===== src/rtl/adc_cap_pkg.sv =====
package adc_cap_pkg;
  typedef enum logic {
    CAP_FULL = 1'b0,
    CAP_DDR  = 1'b1
  } cap_mode_e;
endpackage


===== src/rtl/adc_lane_merge.sv =====
module adc_lane_merge
  import adc_cap_pkg::*;
#(
  parameter int LANES = 6,
  localparam int W = 2 * LANES
) (
  input  logic         clk,
  input  logic         rst_n,
  input  cap_mode_e    mode,
  input  logic [W-1:0] pins,
  input  logic         ovf,
  output logic         cap_v,
  output logic [W-1:0] cap_word,
  output logic         cap_ovf
);
  // Low-phase half, taken mid low phase on the falling edge
  logic [LANES-1:0] low_half_q;
  logic             low_ok_q;
  logic [W-1:0]     ddr_word;

  always_ff @(negedge clk) begin
    if (!rst_n) begin
      low_half_q <= '0;
      low_ok_q   <= 1'b0;
    end else begin
      low_ok_q <= 1'b1;
      for (int k = 0; k < LANES; k++) low_half_q[k] <= pins[2*k+1];
    end
  end

  // Interleave: lane k gives bit 2k (low phase) and bit 2k+1 (high phase)
  for (genvar k = 0; k < LANES; k++) begin : g_lane
    assign ddr_word[2*k]   = low_half_q[k];
    assign ddr_word[2*k+1] = pins[2*k+1];
  end

  always_ff @(posedge clk) begin
    if (!rst_n) begin
      cap_v    <= 1'b0;
      cap_word <= '0;
      cap_ovf  <= 1'b0;
    end else begin
      cap_ovf <= ovf;
      if (mode == CAP_DDR) begin
        cap_v    <= low_ok_q;
        cap_word <= ddr_word;
      end else begin
        cap_v    <= 1'b1;
        cap_word <= pins;
      end
    end
  end
endmodule


===== src/rtl/adc_out_stage.sv =====
module adc_out_stage #(
  parameter int W = 12
) (
  input  logic         clk,
  input  logic         rst_n,
  input  logic         cap_v,
  input  logic [W-1:0] cap_word,
  input  logic         cap_ovf,
  output logic         smp_valid,
  output logic [W-1:0] smp_word,
  output logic         smp_ovf
);
  always_ff @(posedge clk) begin
    if (!rst_n) begin
      smp_valid <= 1'b0;
      smp_word  <= '0;
      smp_ovf   <= 1'b0;
    end else begin
      smp_valid <= cap_v;
      smp_ovf   <= cap_v & cap_ovf;
      if (cap_v) smp_word <= cap_word;
    end
  end

  a_r7_valid_follows: assert property (@(posedge clk) disable iff (!rst_n)
    cap_v |=> smp_valid);
  a_r7_no_spurious_valid: assert property (@(posedge clk) disable iff (!rst_n)
    !cap_v |=> !smp_valid);
  a_r7_word_follows: assert property (@(posedge clk) disable iff (!rst_n)
    cap_v |=> (smp_word == $past(cap_word)));
  a_r6_ovf_with_word: assert property (@(posedge clk) disable iff (!rst_n)
    smp_ovf |-> smp_valid);
endmodule


===== src/rtl/adc_capture.sv =====
module adc_capture
  import adc_cap_pkg::*;
#(
  parameter int LANES = 6,
  localparam int WIDTH = 2 * LANES
) (
  input  logic             clk,
  input  logic             rst_n,
  input  logic             mode_i,
  input  logic [WIDTH-1:0] pins_i,
  input  logic             ovf_i,
  output logic             smp_valid_o,
  output logic [WIDTH-1:0] smp_word_o,
  output logic             smp_ovf_o
);
  cap_mode_e        mode_q;
  logic             cap_v;
  logic [WIDTH-1:0] cap_word;
  logic             cap_ovf;

  // Mode is a strap: loaded only during reset
  always_ff @(posedge clk) begin
    if (!rst_n) mode_q <= cap_mode_e'(mode_i);
  end

  a_r2_mode_frozen: assert property (@(posedge clk) disable iff (!rst_n)
    1'b1 |=> $stable(mode_q));

  adc_lane_merge #(.LANES(LANES)) u_merge (
    .clk      (clk),
    .rst_n    (rst_n),
    .mode     (mode_q),
    .pins     (pins_i),
    .ovf      (ovf_i),
    .cap_v    (cap_v),
    .cap_word (cap_word),
    .cap_ovf  (cap_ovf)
  );

  adc_out_stage #(.W(WIDTH)) u_out (
    .clk       (clk),
    .rst_n     (rst_n),
    .cap_v     (cap_v),
    .cap_word  (cap_word),
    .cap_ovf   (cap_ovf),
    .smp_valid (smp_valid_o),
    .smp_word  (smp_word_o),
    .smp_ovf   (smp_ovf_o)
  );
endmodule


===== config.mk =====
export PLATFORM = sky130hd
export DESIGN_NAME = adc_capture
export DESIGN_NICKNAME = d
export VERILOG_FILES = /design/src/rtl/adc_cap_pkg.sv /design/src/rtl/adc_lane_merge.sv /design/src/rtl/adc_out_stage.sv /design/src/rtl/adc_capture.sv
export SDC_FILE = /design/constraint.sdc
export NUM_CORES = 1
export LEC_CHECK = 0
export BUFFER_PORTS_ARGS = -buffer_cell sky130_fd_sc_hd__buf_2
export CAP_MARGIN = 15
export CELL_PAD_IN_SITES_DETAIL_PLACEMENT = 0
export CELL_PAD_IN_SITES_GLOBAL_PLACEMENT = 1
export CORE_MARGIN = 1.5
export CORE_UTILIZATION = 41
export DETAILED_ROUTE_END_ITERATION = 6
export PLACE_DENSITY_LB_ADDON = 0.05
export SKIP_LAST_GASP = 1
export SLEW_MARGIN = 5
export SYNTH_ARGS = -nofsm -noshare
export SYNTH_HDL_FRONTEND = slang
export SYNTH_SLANG_ARGS = --single-unit

===== constraint.sdc =====
create_clock -name clk -period 1.7 [get_ports clk]
set_input_delay 0.255 -clock clk [delete_from_list [all_inputs] [get_ports clk]]
set_output_delay 0.255 -clock clk [all_outputs]
set_load 0.05 [all_outputs]

==> metrics.txt <==
status=complete, no violations; core area=2522 um2; fraction of layout cells with a size suffix above 1=around a third; Initial Util=44.25%; mean area per synthesized cell=12.40 um2; clock buffer depth=2; sw power=0.4290 mW; antenna violations before repair=0; ANT nets after route=0; vias=approximately 700; largest net degree at the start of global routing=21; Hold WC Path Type=input pin to flip-flop; Routed WL per cell=approximately 11 um; Pwr Density=1273 nW/um2; Worst Path Arrival=around 1700 ps; most frequent cells in the layout=dfxtp_1, buf_2, mux2i_1, nor2_1, inv_1; CP Data Required Time=1920 ps; CTS Hold Bufs=0; drt pass-1 iters=4; crit start category=flip-flop; Final Hold Vio Count=0; Seq pwr share=a little over half; max_cap viols=0; initial DRC count=2; clock power share=39.1%; Worst Tran Pin Value=about 380 ps; RePlAce Congestion=0.6595; row cnt=18; Yosys warning total=0; Syn Nets=about 110; DIE WIDTH=55.18 um; Routed WL=approximately 1.7 mm; drt drc=0; Sw Share=24.72%; cell area after synthesis=roughly 1100 um2; total power=~1.7 mW; H-tree depth=2; number of synthesized register bits=36; clock skew=~53 ps; Seq/Total Area, Yosys=about two thirds; GR Util All Layers=13.64%; Final #Nets=approximately 140; P_int=roughly 1.3 mW; boundary pin count=30; RSZ-0062 raised after global routing=false; Total Die Area=3044 um2; height of the die=between 50 and 60 um; # setup viols final=0; Worst Path Max Fanout=1; number of diodes=0; CTS Buf Count=5; Vias/cell=4.296; CP Capture Type=flip-flop; clock sinks=36; Clk Latency, worst-skew pair=about 380 ps; Post-CTS Setup Inserts=0; post_cts resized=0; PortBufs=29; Fin Setup TNS=0 ps; Final Max Tran Viols=0; most common cell after layout, fill and taps aside=dfxtp_1; Root Driver=clkbuf_4; TritonCTS clock tree=done; first-pass GRT wire length=2.663 mm; vias in the first global route=between 600 and 700; slew margin rel.=74.97%; grt total ovfl=0; area delta synth->final=22.09%; Synth Instances=90; Max VDD drop=between 0.7 and 0.8 mV; Detailed Place HPWL=1.170 mm; combinational share of power=under 10%; Worst-path clk slew=~110 ps; Crit Path Class=flip-flop to flip-flop; leakage power total=around 0.69 nW; Unique masters post-synth=13; worst reg2reg setup slack=roughly 210 ps
## kinds of logic (layout without fill, tap and decap cells)
kind of cell	count (synthesis)	in the layout	synth area share, %
DFF	36	36	65.47
and+or+nand+nor	27	27	11.32
muxes	18	18	16.14
buffers and inverters	8	47	6.277
AOI/OAI and AO/OA	1	1	0.7849
## metrics by stage
step	worst slack, ps	std cells	hold WS [ps]	util [%]	area (um2)
final	206.8	159	94.77	54.02	1363
after global routing	156.7	159	72.62	54.02	1363
after CTS	199.3	159	86.89	54.02	1363
after detailed placement	140.6	145	442.3	49.45	1247
after global placement	154.4	145	444.3	49.45	1247
after floorplan	307.2	90	353.9	-	1116
## worst max-delay path: stages, from the launching register on
cell,delay [ps]
dfxtp_1,300
mux2i_1,130
nor2_1,50
## registers in the layout, indices dropped and copies added (netlist names)
signal / cells
u_merge.cap_v: 1
u_out.smp_word: 12
u_out.smp_ovf: 1
mode_q: 1
u_merge.low_ok_q: 1
u_merge.cap_word: 12
u_merge.cap_ovf: 1
u_merge.low_half_q: 6
u_out.smp_valid: 1
## power by group through the flow
stage / Clock, mW / Sequential (mW) / Combinational [mW]
floorplan: 0.0291 / 0.968 / 0.0796
detailed placement: 0.0291 / 0.933 / 0.145
CTS: 0.692 / 0.915 / 0.145
global route: 0.756 / 0.920 / 0.155
global placement: 0.0291 / 0.933 / 0.144
finish: 0.679 / 0.914 / 0.142
## Yosys cell counts, drive strengths merged
master  instances  area [um2]
dfxtp          35       700.7
mux2i          18       180.2
nor2           18       67.56
and2            8       51.30
buf             5       58.80
inv             3       11.26
a21oi           1       8.760
and3            1       7.510
edfxtp          1       30.03
## final cells by class
class                   count  area, um2
clock inverters             8      31.28
inverters                   2      7.507
fillers                   250       1160
multi-input cells          46      315.3
repair buffers             30      152.6
clock buffers               7      87.58
well taps                  30      37.54
flip-flops and latches     36      730.7
## per-layer routing
layer / global-route usage, % / vias up / part of all wire [%]
li1: - / 361 / -
met1: 15.76 / 298 / 46
met2: 20.24 / 19 / 46
met3: 5.645 / 5 / 5.6
met4: 9.756 / 0 / 2.2
met5: 0 / - / 0
## path summary, 6_finish.rpt
kind,start,end,cells after the start
worst max-delay path,u_merge.low_half_q[0]$_SDFF_NN0_,u_merge.cap_word[0]$_SDFF_PN0_,2
worst min-delay path,mode_i,mode_q$_DFFE_PN_,1
worst max register to register,u_merge.low_half_q[0]$_SDFF_NN0_,u_merge.cap_word[0]$_SDFF_PN0_,2
worst min register to register,u_merge.cap_word[6]$_SDFF_PN0_,u_out.smp_word[6]$_SDFFE_PN0P_,2
(Power assumes the default switching activity.)
